==> config.mk <==
export PLATFORM = sky130hd
export DESIGN_NAME = pinbank_core
export DESIGN_NICKNAME = d
export VERILOG_FILES = /design/src/rtl/pinbank_pkg.sv /design/src/rtl/pinbank_sync.sv /design/src/rtl/pinbank_regs.sv /design/src/rtl/pinbank_chg.sv /design/src/rtl/pinbank_core.sv
export SDC_FILE = /design/constraint.sdc
export NUM_CORES = 1
export LEC_CHECK = 0
export CAP_MARGIN = 20
export CORE_ASPECT_RATIO = 1.75
export CORE_MARGIN = 2
export CORE_UTILIZATION = 45
export CTS_BUF_LIST = sky130_fd_sc_hd__clkbuf_8
export CTS_CLUSTER_DIAMETER = 100
export DETAILED_ROUTE_END_ITERATION = 12
export DONT_BUFFER_PORTS = 1
export HOLD_SLACK_MARGIN = 0.05
export PLACE_DENSITY = 0.64
export SYNTH_ARGS = -nofsm -noshare
export SYNTH_HDL_FRONTEND = slang
export SYNTH_HIERARCHICAL = 1
export SYNTH_SLANG_ARGS = --single-unit
==> constraint.sdc <==
create_clock -name clk -period 1.5 [get_ports clk]
set_clock_uncertainty 0.05 [all_clocks]
set_input_delay 0.15 -clock clk [delete_from_list [all_inputs] [get_ports clk]]
set_output_delay 0.15 -clock clk [all_outputs]
set_load 0.05 [all_outputs]
==> src/rtl/pinbank_pkg.sv <==
package pinbank_pkg;

    localparam int PORT_W = 4;
    localparam int BUS_W  = 8;
    localparam int PAD_W  = BUS_W - PORT_W;

    typedef enum logic [1:0] {
        SEL_PINS   = 2'd0,
        SEL_DRIVE  = 2'd1,
        SEL_INVERT = 2'd2,
        SEL_DIR    = 2'd3
    } reg_sel_e;

    typedef struct packed {
        logic [PORT_W-1:0] drive;
        logic [PORT_W-1:0] invert;
        logic [PORT_W-1:0] dir;
    } ctrl_regs_t;

    localparam ctrl_regs_t CTRL_RESET = '{drive: '1, invert: '0, dir: '1};

    function automatic logic [BUS_W-1:0] widen(input logic [PORT_W-1:0] v, input logic fill);
        return {{PAD_W{fill}}, v};
    endfunction

endpackage

==> src/rtl/pinbank_sync.sv <==
module pinbank_sync #(
    parameter int N      = 4,
    parameter int STAGES = 2
) (
    input  logic         clk,
    input  logic         rst,
    input  logic [N-1:0] d,
    output logic [N-1:0] q
);
    logic [N-1:0] stage [STAGES];

    for (genvar g = 0; g < STAGES; g++) begin : g_stage
        if (g == 0) begin : g_first
            always_ff @(posedge clk) begin
                if (rst) stage[0] <= '0;
                else     stage[0] <= d;
            end
        end else begin : g_next
            always_ff @(posedge clk) begin
                if (rst) stage[g] <= '0;
                else     stage[g] <= stage[g-1];
            end
        end
    end

    assign q = stage[STAGES-1];
endmodule

==> src/rtl/pinbank_regs.sv <==
module pinbank_regs
    import pinbank_pkg::*;
(
    input  logic              clk,
    input  logic              rst,
    input  logic              wr_en,
    input  logic              rd_en,
    input  logic [1:0]        sel,
    input  logic [BUS_W-1:0]  wr_data,
    input  logic [PORT_W-1:0] pins_sync,
    output ctrl_regs_t        ctrl,
    output logic [BUS_W-1:0]  rd_data
);
    reg_sel_e sel_e;
    assign sel_e = reg_sel_e'(sel);

    always_ff @(posedge clk) begin
        if (rst) begin
            ctrl <= CTRL_RESET;
        end else if (wr_en) begin
            unique case (sel_e)
                SEL_DRIVE:  ctrl.drive  <= wr_data[PORT_W-1:0];
                SEL_INVERT: ctrl.invert <= wr_data[PORT_W-1:0];
                SEL_DIR:    ctrl.dir    <= wr_data[PORT_W-1:0];
                default:    ;
            endcase
        end
    end

    always_ff @(posedge clk) begin
        if (rst) begin
            rd_data <= '0;
        end else if (rd_en) begin
            unique case (sel_e)
                SEL_PINS:   rd_data <= widen(pins_sync ^ ctrl.invert, 1'b1);
                SEL_DRIVE:  rd_data <= widen(ctrl.drive, 1'b1);
                SEL_INVERT: rd_data <= widen(ctrl.invert, 1'b0);
                default:    rd_data <= widen(ctrl.dir, 1'b1);
            endcase
        end
    end

    // read data holds between reads
    a_r6_hold: assert property (@(posedge clk) disable iff (rst)
        !rd_en |=> $stable(rd_data));

    // pad bits of every register except inversion read as ones
    a_r5_pad_ones: assert property (@(posedge clk) disable iff (rst)
        (rd_en && sel_e != SEL_INVERT) |=> rd_data[BUS_W-1:PORT_W] == '1);

    // inversion pad bits read as zeros
    a_r5_pad_zeros: assert property (@(posedge clk) disable iff (rst)
        (rd_en && sel_e == SEL_INVERT) |=> rd_data[BUS_W-1:PORT_W] == '0);
endmodule

==> src/rtl/pinbank_chg.sv <==
module pinbank_chg
    import pinbank_pkg::*;
#(
    parameter int SETTLE = 3
) (
    input  logic              clk,
    input  logic              rst,
    input  logic              rd_pins,
    input  logic [PORT_W-1:0] pins_sync,
    input  logic [PORT_W-1:0] dir,
    output logic              irq
);
    localparam int CW = $clog2(SETTLE + 1);

    logic [CW-1:0]     settle_cnt;
    logic              settled;
    logic [PORT_W-1:0] snap;

    assign settled = (settle_cnt == CW'(SETTLE));

    always_ff @(posedge clk) begin
        if (rst) begin
            settle_cnt <= '0;
            snap       <= '0;
        end else begin
            if (!settled) settle_cnt <= settle_cnt + 1'b1;
            if (!settled || rd_pins) snap <= pins_sync;
        end
    end

    assign irq = settled && |((pins_sync ^ snap) & dir);

    // a read of the pin view clears the request if the pins hold still
    a_r9_read_clears: assert property (@(posedge clk) disable iff (rst)
        rd_pins |=> (!irq || pins_sync != $past(pins_sync)));

    // with every pin an output, no request is possible
    a_r8_outputs_quiet: assert property (@(posedge clk) disable iff (rst)
        (dir == '0) |-> !irq);

    // no request in the first cycle after reset
    a_r11_masked: assert property (@(posedge clk) disable iff (rst)
        $past(rst) |-> !irq);
endmodule

==> src/rtl/pinbank_core.sv <==
module pinbank_core
    import pinbank_pkg::*;
#(
    parameter int SYNC_STAGES = 2
) (
    input  logic              clk,
    input  logic              rst,
    input  logic              wr_en,
    input  logic              rd_en,
    input  logic [1:0]        reg_sel,
    input  logic [BUS_W-1:0]  wr_data,
    output logic [BUS_W-1:0]  rd_data,
    input  logic [PORT_W-1:0] pin_in,
    output logic [PORT_W-1:0] pin_out,
    output logic [PORT_W-1:0] pin_oe,
    output logic              irq_pull
);
    localparam int SETTLE = SYNC_STAGES + 1;

    logic [PORT_W-1:0] pins_sync;
    ctrl_regs_t        ctrl;
    logic              rd_pins;

    pinbank_sync #(.N(PORT_W), .STAGES(SYNC_STAGES)) u_sync (
        .clk (clk),
        .rst (rst),
        .d   (pin_in),
        .q   (pins_sync)
    );

    pinbank_regs u_regs (
        .clk       (clk),
        .rst       (rst),
        .wr_en     (wr_en),
        .rd_en     (rd_en),
        .sel       (reg_sel),
        .wr_data   (wr_data),
        .pins_sync (pins_sync),
        .ctrl      (ctrl),
        .rd_data   (rd_data)
    );

    assign rd_pins = rd_en && (reg_sel_e'(reg_sel) == SEL_PINS);

    pinbank_chg #(.SETTLE(SETTLE)) u_chg (
        .clk       (clk),
        .rst       (rst),
        .rd_pins   (rd_pins),
        .pins_sync (pins_sync),
        .dir       (ctrl.dir),
        .irq       (irq_pull)
    );

    assign pin_oe  = ~ctrl.dir;
    assign pin_out = ctrl.drive & ~ctrl.dir;

    // a direction write shows on the enables one cycle later
    a_r2_dir_write: assert property (@(posedge clk) disable iff (rst)
        (wr_en && reg_sel_e'(reg_sel) == SEL_DIR) |=> pin_oe == ~$past(wr_data[PORT_W-1:0]));

    // leaving reset, all pins are inputs and nothing is driven
    a_r1_reset_state: assert property (@(posedge clk) disable iff (rst)
        $past(rst) |-> (pin_oe == '0 && pin_out == '0 && rd_data == '0));
endmodule

=== Word level (Yosys, flattened, before mapping) ===
Memory sizes are Yosys's and may differ from the RTL's.
Cells that the tools add are included.

* Equal/unequal tests: 4
* Add/subtract/negate cells: 1
* Bitwise operators: 7
* Reduce and logical (&&, ||, !) cells: 9
* Mux-type cells: 6

{| class="wikitable"
|+ Operators with widths
! kind !! number
|-
| $pmux W8 S3 || 1
|-
| $and A4 B4 Y4 || 2
|-
| $mux W4 || 2
|-
| $xor A4 B4 Y4 || 2
|-
| $eq A2 B2 Y1 const B || 3
|-
| $reduce_and A2 Y1 || 3
|-
| $not A4 Y4 || 1
|-
| $reduce_or A4 Y1 || 1
|-
| $mux W1 || 3
|-
| $add A2 B1 Y2 const B || 1
|-
| $eq A2 B1 Y1 const B || 1
|-
| $logic_and A1 B1 Y1 || 2
|-
| $logic_not A2 Y1 || 1
|-
| $or A1 B1 Y1 || 2
|-
| $logic_not A1 Y1 || 1
|-
| $logic_or A1 B1 Y1 || 1
|}

* RAM bits: 8
* Output and inout port bits: 17
* Memories kept: 1
* Flip-flop bits (word level): 26
* Input bits: 18
* Logic and storage cells: 34

{| class="wikitable"
|+ Memory list
! memory !! words !! bits a word !! rd ports !! clocked after memory_dff !! write ports !! line !! source
|-
| u_sync.stage || 2 || 4 || 2 || 0 || 2 || pinbank_sync.sv:10 || <nowiki>logic [N-1:0] stage [STAGES];</nowiki>
|}

=== Logic depth before layout (Yosys ltp) ===
Gate-level depths: netlist (run 1).

* Depth in word-level cells: 4
* Mapped depth: 5
* Mapped depth without buffers: 4

=== Hierarchy ===
Netlist (run 1), hierarchy kept.

{| class="wikitable"
|+ By module, submodules not included
! module !! seq. area each (um2) !! instances !! area each (um2) !! cells an instance
|-
| pinbank_regs || 340.3 || 1 || 869.6 || 92
|-
| pinbank_chg || 120.1 || 1 || 282.8 || 28
|-
| pinbank_sync || 160.2 || 1 || 210.2 || 16
|-
| pinbank_core || 0.0 || 1 || 52.6 || 9
|}

=== Worst setup path after synthesis (run 1) ===
Ideal clock, no wire load.

* Path type: register -> output
* Start: memory u_sync.stage[1][2]
* End: output port irq_pull
* Arrival: 1,771 ps
* Path slack: -471 ps
* Data required time: 1,300 ps
* Cell stages (with the launch flop): 4
* Path buffers: 0
* Cells stage by stage: dfxtp_1 xor2_1 a22oi_1 a21boi_0

{| class="wikitable"
|+ RTL lines
! what !! line !! source
|-
| start, declared || pinbank_sync.sv:10 ||
|-
| end, declared || pinbank_core.sv:16 || <nowiki>output logic irq_pull</nowiki>
|}

==> results of run 1 <==
[cell families (layout without fill, tap and decap cells)]
logic type | Yosys count | count (layout) | synth area share
flops | 31 | 31 | 0.439
mux | 9 | 9 | 0.0637
xor+xnor | 9 | 9 | 0.0557
simple gates | 53 | 53 | 0.233
fa+ha+maj | 1 | 1 | 0.00884
compound gates | 24 | 24 | 0.120
buf+inv | 18 | 42 | 0.0805
[per-layer routing]
metal  vias up  track usage
li1        520            -
met1       509        0.182
met2        31        0.310
met3        15       0.0667
met4         0        0.120
met5         -            0
[power breakdown]
group,leakage (uW),internal (uW),total [uW],switching (uW)
sequential,0.000258,872,923,51.3
clock,0.0000557,411,714,302
combinational,0.000463,139,321,182
[final cells by class]
| type | instances | area (sq um) | share of cell area |
|---|---|---|---|
| multi-input cells | 96 | 699 | 0.394 |
| well taps | 43 | 53.8 | 0.0303 |
| flip-flops and latches | 31 | 634 | 0.357 |
| inverters | 8 | 30.0 | 0.0169 |
| clock inverters | 1 | 3.75 | 0.00211 |
| repair buffers | 26 | 259 | 0.146 |
| clock buffers | 7 | 96.3 | 0.0542 |
[critical path: stages, from the launching register on]
cell and delay, ps:
sky130_fd_sc_hd__dfxtp_4 370, sky130_fd_sc_hd__xor2_1 170, sky130_fd_sc_hd__a22oi_2 110, sky130_fd_sc_hd__a21boi_2 160, sky130_fd_sc_hd__buf_6 170
[sequential cells by signal, indices dropped and copies added (netlist names)]
name and count:
u_regs/rd_data 5, u_chg/settle_cnt 2, u_chg/snap 4, u_regs/ctrl 12, u_sync/stage 8
[cell usage after synthesis, types with 2 or more instances]
master,number,area [sq um]
sky130_fd_sc_hd__nor2b_1,12,75.1
sky130_fd_sc_hd__nand2b_4,3,41.3
sky130_fd_sc_hd__xor2_1,5,43.8
sky130_fd_sc_hd__nor2_1,15,56.3
sky130_fd_sc_hd__dfxtp_1,31,621
sky130_fd_sc_hd__mux2i_1,9,90.1
sky130_fd_sc_hd__buf_4,3,22.5
sky130_fd_sc_hd__o211ai_1,4,30.0
sky130_fd_sc_hd__buf_6,2,22.5
sky130_fd_sc_hd__a22oi_1,2,15.0
sky130_fd_sc_hd__a211o_1,8,70.1
sky130_fd_sc_hd__inv_1,8,30.0
sky130_fd_sc_hd__nand3_1,4,20.0
sky130_fd_sc_hd__xnor2_1,4,35.0
sky130_fd_sc_hd__a21oi_1,8,40.0
sky130_fd_sc_hd__nand2_1,8,30.0
sky130_fd_sc_hd__nand2b_1,5,31.3
sky130_fd_sc_hd__buf_2,2,10.0
[per-stage QoR]
step | util | power (uW) | cells | setup slack [ps] | area, sq um
6_report | 0.578 | 1960 | 212 | 46.9 | 1780
5_1_grt | 0.578 | 2050 | 212 | -44.5 | 1780
4_1_cts | 0.566 | 1970 | 211 | 22.5 | 1740
3_5_place_dp | 0.478 | 1210 | 187 | 238 | 1470
3_3_place_gp | 0.478 | 1190 | 187 | 268 | 1470
2_1_floorplan | - | 1190 | 145 | 168 | 1420
[worst max path at each step]
stage	from	endpoint	slack, ps	cells after the start
CTS	rst	u_sync/stage[1][3]$_SDFF_PP0_	20	2
floorplan	u_sync/stage[1][1]$_SDFF_PP0_	irq_pull	170	3
detailed placement	u_chg/settle_cnt[0]$_SDFFE_PP0P_	u_chg/snap[3]$_SDFFE_PP0P_	240	4
global placement	u_sync/stage[1][2]$_SDFF_PP0_	irq_pull	270	4
finish	u_sync/stage[1][1]$_SDFF_PP0_	irq_pull	50	4
global route	u_chg/snap[1]$_SDFFE_PP0P_	irq_pull	-40	4
[timing repair]
item	4_1_cts	5_1_grt
endpoints found under the setup margin	1	1
endpoints found under the hold margin	31	0
pin swaps	0	2
hold buffers	16	0
resized for setup	5	6
==> results.txt, run 1 <==
----------------------------------------------------
[Global route]
  Via count of the first global-routing pass ... 1104
  Pin count of the biggest net entering global routing ... 32
  First-pass GRT wire length ... 4850 um
  GR Util All Layers ... 0.186
  Grt ovf ... 0
  Initial antenna violation count ... 0

[Placed design]
  Number of port buffers ... 0
  Placer congestion estimate ... 0.815
  Detail Placement HPWL ... 1860 um

[Power]
  Reported leakage power ... 0.000776 uW
  Worst supply voltage drop on vdd ... 631 uV
  Areal power density over the cells ... 1100 mW/mm^2

[Clocking]
  Buffers inserted during post-CTS setup optimization ... 0
  H-tree levels ... 2
  Clk sinks ... 31
  Clock transition at path regs ... 70 ps
  Worst-skew pair later-pin latency ... 280 ps
  CTS tree ... done
  Master cell of the clock root buffer ... sky130_fd_sc_hd__clkbuf_8
  TritonCTS Buffers ... 5
  Bufs on Longest Clock Path ... 2

[Cells and area]
  Synth-to-layout area growth ... 25.6%
  Leading cell types in the layout, fill and taps excluded ... 26 x sky130_fd_sc_hd__dfxtp_1, 16 x sky130_fd_sc_hd__dlygate4sd3_1, 15 x sky130_fd_sc_hd__nor2_1
  Inserted Diodes ... 0
  Number of fill cells ... 269
  Fraction of final layout cells with drive strength greater than 1 ... 0.207
  Net total in the final layout ... 187
  Most common cell after layout, fill and taps aside ... sky130_fd_sc_hd__dfxtp_1

[Detailed routing]
  Initial DRC Count ... 20
  Detailed-routed wire length on met3 ... 126 um
  Via/cell ratio ... 5.07
  Via count ... 1075
  Avg WL per Cell ... 13.8 um
  Wirelength, routed ... 2920 um
  Antenna Violating Nets Remaining ... 0
  Remaining routing DRC violations ... 0
  Total routed wire length on the met1 layer ... 1070 um
  Highest metal used ... met4
  Number of iterations in the first detailed-routing pass ... 4
  Amount of wire on met2 after detailed routing ... 1600 um

[Setup path]
  Startpoint of the lowest-slack register-to-register path ... u_chg/settle_cnt[0]$_SDFFE_PP0P_
  R2R Path End ... u_chg/snap[3]$_SDFFE_PP0P_
  R2R depth ... 4
  Kind of end point of the critical path ... output pin
  Required @ worst endpoint ... 1300 ps
  Crit path kind ... reg2out
  FF-to-FF setup slack ... 280 ps
  Startpoint types ... flop
  Maximum net fanout on the critical path ... 3
  Arrival @ worst endpoint ... 1250 ps

[Yosys]
  Synth Register Bits ... 31
  Mean instance size in the synthesized netlist ... 9.76 sq um
  Synth Net Count ... 164
  Dominant synthesized flop cell ... sky130_fd_sc_hd__dfxtp_1
  Yosys warning count ... 6
  Post-Syn Instances ... 145
  Async SR Flop Fraction ... 0
  Number of synthesized flops with an enable pin ... 0
  Distinct cells, synth ... 30
  Combined area of all synthesized cells ... 0.00142 sq mm
  Seq/Total Area, Yosys ... 0.439

[Run status]
  Outcome ... complete, no violations

[Hold path]
  Type of the tightest min-delay check ... in2reg
  Worst Hold Depth ... 2
  Worst min-delay path startpoint ... reg_sel[0]
  Worst hold endpoint ... u_regs/rd_data[0]$_SDFFE_PP0P_

[Timing]
  Post-route worst hold slack ... 51.7 ps
  Max-slew violations ... 0
  Slew HR ... 0.662
  Part of the cycle the worst path needs ... 0.969
  Period minus WS final ... 1450 ps
  RSZ-0062 raised after global routing ... true
  Accumulated negative setup slack ... 0 ps
  Fmax achieved ... 688 MHz
  Transition at the pin with the smallest max-transition slack ... 506 ps
  Hold violation total from the final report ... 0
  Setup-violating endpoint count in the final report ... 0

[Die]
  Die Area ... 0.00363 sq mm
  Overall die width ... 46.4 um
  Core region area ... 0.00307 sq mm
  I/O pin total ... 35
  Std cell rows ... 27
  Initial standard-cell utilization of the core ... 0.460
  Height of the chip ... 78.2 um

[Run]
  Count of maximum capacitance violations ... 0

----------------------------------------------------
Power figures use the tool's default switching activity.
==> inputs of run 2 (changes only) <==
- CORE_MARGIN: 2 -> 1.5
- GPL_ROUTABILITY_DRIVEN: default -> 1
==> results.txt, run 2 (synthesis results as in run 1) <==
----------------------------------------------------
[Cells and area]
  Total non-filler cell area in the finished layout ... 0.00180 sq mm (was 0.00178 sq mm)
  Most common cell after layout, fill and taps aside ... sky130_fd_sc_hd__dfxtp_1 (unchanged)
  Number of fill cells ... 260 (was 269)
  Register area ... 636 sq um (was 634 sq um)
  Registers with the most flip-flops ... u_regs/ctrl x12, u_sync/stage x8, u_regs/rd_data x5 (unchanged)
  Leading cell types in the layout, fill and taps excluded ... 25 x sky130_fd_sc_hd__dfxtp_1, 17 x sky130_fd_sc_hd__dlygate4sd3_1, 15 x sky130_fd_sc_hd__nor2_1 (was 26 x sky130_fd_sc_hd__dfxtp_1, 16 x sky130_fd_sc_hd__dlygate4sd3_1, 15 x sky130_fd_sc_hd__nor2_1)
  Max FFs per register ... 12 (unchanged)
  Utilization of the core after routing ... 0.609 (was 0.578)
  Inserted Diodes ... 0 (unchanged)
  Synth-to-layout area growth ... 27.3% (was 25.6%)
  Net total in the final layout ... 189 (was 187)
  Area used by multi-input combinational logic ... 719 sq um (was 699 sq um)
  Biggest register ... u_regs/ctrl (unchanged)
  Fraction of final layout cells with drive strength greater than 1 ... 0.235 (was 0.207)

[Global route]
  Pin count of the biggest net entering global routing ... 31 (was 32)
  Via count of the first global-routing pass ... 1088 (was 1104)
  Initial antenna violation count ... 0 (unchanged)
  Grt ovf ... 0 (unchanged)
  GR Util All Layers ... 0.188 (was 0.186)
  First-pass GRT wire length ... 4750 um (was 4850 um)

[Detailed routing]
  Wirelength, routed ... 3080 um (was 2920 um)
  Avg WL per Cell ... 14.5 um (was 13.8 um)
  Total routed wire length on the met1 layer ... 1130 um (was 1070 um)
  Antenna Violating Nets Remaining ... 0 (unchanged)
  Highest metal used ... met4 (unchanged)
  Detailed-routed wire length on met3 ... 137 um (was 126 um)
  Number of iterations in the first detailed-routing pass ... 4 (unchanged)
  Remaining routing DRC violations ... 0 (unchanged)
  Initial DRC Count ... 28 (was 20)
  Amount of wire on met2 after detailed routing ... 1670 um (was 1600 um)
  Via count ... 1070 (was 1075)
  Via/cell ratio ... 5.05 (was 5.07)

[Die]
  Overall die width ... 45.4 um (was 46.4 um)
  Height of the chip ... 77.2 um (was 78.2 um)
  Die Area ... 0.00350 sq mm (was 0.00363 sq mm)
  I/O pin total ... 35 (unchanged)
  Initial standard-cell utilization of the core ... 0.478 (was 0.460)
  Std cell rows ... 26 (was 27)
  Core region area ... 0.00296 sq mm (was 0.00307 sq mm)

[Hold path]
  Worst Hold Depth ... 3 (was 2)
  Type of the tightest min-delay check ... in2reg (unchanged)

[Timing]
  Transition at the pin with the smallest max-transition slack ... 639 ps (was 506 ps)
  Hold violation total from the final report ... 0 (unchanged)
  Max-slew violations ... 0 (unchanged)
  Period minus WS final ... 1460 ps (was 1450 ps)
  Slew HR ... 0.572 (was 0.662)
  Final setup margin ... 40.3 ps (was 46.9 ps)
  Setup-violating endpoint count in the final report ... 0 (unchanged)
  Fmax achieved ... 685 MHz (was 688 MHz)
  Part of the cycle the worst path needs ... 0.973 (was 0.969)
  Post-route worst hold slack ... 60.6 ps (was 51.7 ps)

[Clocking]
  Master cell of the clock root buffer ... sky130_fd_sc_hd__clkbuf_8 (unchanged)
  Clk sinks ... 31 (unchanged)
  CTS tree ... done (unchanged)
  TritonCTS Buffers ... 5 (unchanged)
  Clock transition at path regs ... 60 ps (was 70 ps)
  Worst-skew pair later-pin latency ... 280 ps (about the same)
  H-tree levels ... 2 (unchanged)
  Bufs on Longest Clock Path ... 2 (unchanged)

[Power]
  Net switching power ... 525 uW (was 535 uW)
  Tot Pwr ... 1900 uW (was 1960 uW)
  Part of the total power dissipated in sequential elements ... 0.487 (was 0.472)
  Net Sw Frac ... 0.276 (was 0.273)
  Power share of the clock group ... 0.341 (was 0.365)
  Areal power density over the cells ... 1050 mW/mm^2 (was 1100 mW/mm^2)
  Reported leakage power ... 0.000780 uW (was 0.000776 uW)
  Combinational group share of total power ... 0.172 (was 0.164)
  Worst supply voltage drop on vdd ... 977 uV (was 631 uV)
  Internal Pwr Total ... 1380 uW (was 1420 uW)

[Setup path]
  FF-to-FF setup slack ... 280 ps (about the same)
  Maximum net fanout on the critical path ... 2 (was 3)
  Required @ worst endpoint ... 1300 ps (about the same)
  R2R Path End ... u_chg/snap[2]$_SDFFE_PP0P_ (was u_chg/snap[3]$_SDFFE_PP0P_)
  Beginning of the critical path ... u_chg/snap[1]$_SDFFE_PP0P_ (was u_sync/stage[1][1]$_SDFF_PP0_)
  Startpoint of the lowest-slack register-to-register path ... u_chg/settle_cnt[0]$_SDFFE_PP0P_ (unchanged)
  Startpoint types ... flop (unchanged)
  Crit path kind ... reg2out (unchanged)
  Kind of end point of the critical path ... output pin (unchanged)
  Arrival @ worst endpoint ... 1260 ps (was 1250 ps)
  R2R depth ... 4 (unchanged)
  Worst setup path end ... irq_pull (unchanged)

[Placed design]
  Placer congestion estimate ... 0.796 (was 0.815)
  Pre-CTS setup slack ... 239 ps (was 238 ps)
  Detail Placement HPWL ... 1900 um (was 1860 um)
  Placed cell area ... 0.00147 sq mm (about the same)
  Number of port buffers ... 0 (unchanged)

[Run]
  Count of maximum capacitance violations ... 0 (unchanged)

[Run status]
  Outcome ... complete, no violations (unchanged)

----------------------------------------------------
==> run 2: power groups by stage <==
| stage | Clock, uW | Sequential [uW] | Combinational (uW) |
|---|---|---|---|
| after floorplan | 0 | 953 | 239 |
| after global placement | 0 | 939 | 256 |
| after detailed placement | 0 | 943 | 265 |
| after CTS | 661 | 925 | 314 |
| after global routing | 694 | 930 | 351 |
| final | 647 | 925 | 327 |
==> run 2: layer usage <==
metal	vias to the layer above	track usage
met5	-	0
met3	10	0.0612
met2	37	0.314
li1	519	-
met4	0	0.141
met1	504	0.176
==> run 2: worst max-delay path, cell delays in order (launching register included) <==
cell and delay [ps]:
sky130_fd_sc_hd__dfxtp_1 380, sky130_fd_sc_hd__xor2_2 160, sky130_fd_sc_hd__a22oi_2 100, sky130_fd_sc_hd__a21boi_2 170, sky130_fd_sc_hd__buf_6 170
==> run 2: worst min-delay path by stage <==
stage               start                              to  slack (ps)
5_1_grt        reg_sel[0]     u_regs/ctrl[2]$_SDFFE_PP1P_          60
3_5_place_dp          rst  u_regs/rd_data[6]$_SDFFE_PP0P_         170
2_1_floorplan         rst   u_sync/stage[0][0]$_SDFF_PP0_         170
3_3_place_gp          rst  u_regs/rd_data[6]$_SDFFE_PP0P_         170
6_report       reg_sel[0]  u_regs/rd_data[3]$_SDFFE_PP0P_          60
4_1_cts        reg_sel[0]  u_regs/rd_data[0]$_SDFFE_PP0P_          60
==> run 2: per-stage QoR <==
stage / instances / setup TNS, ps
finish: 212 / 0
detailed placement: 186 / 0
floorplan: 145 / 0
CTS: 210 / 0
global route: 212 / -29.2
global placement: 186 / 0
==> run 2: layout make-up <==
cell class | count | share of cell area
inverters | 8 | 0.0167
flip-flops and latches | 31 | 0.353
clock buffers | 6 | 0.0458
well taps | 42 | 0.0292
repair buffers | 28 | 0.153
multi-input cells | 96 | 0.399
clock inverters | 1 | 0.00278
==> run 2: what timing repair did <==
action / 4_1_cts / 5_1_grt
endpoints found under the hold margin: 31 / 0
pin swaps: 0 / 2
hold buffers: 17 / 0
buffers inserted: 0 / 1
gates cloned: 0 / 0
resized for setup: 4 / 11
endpoints found under the setup margin: 1 / 1
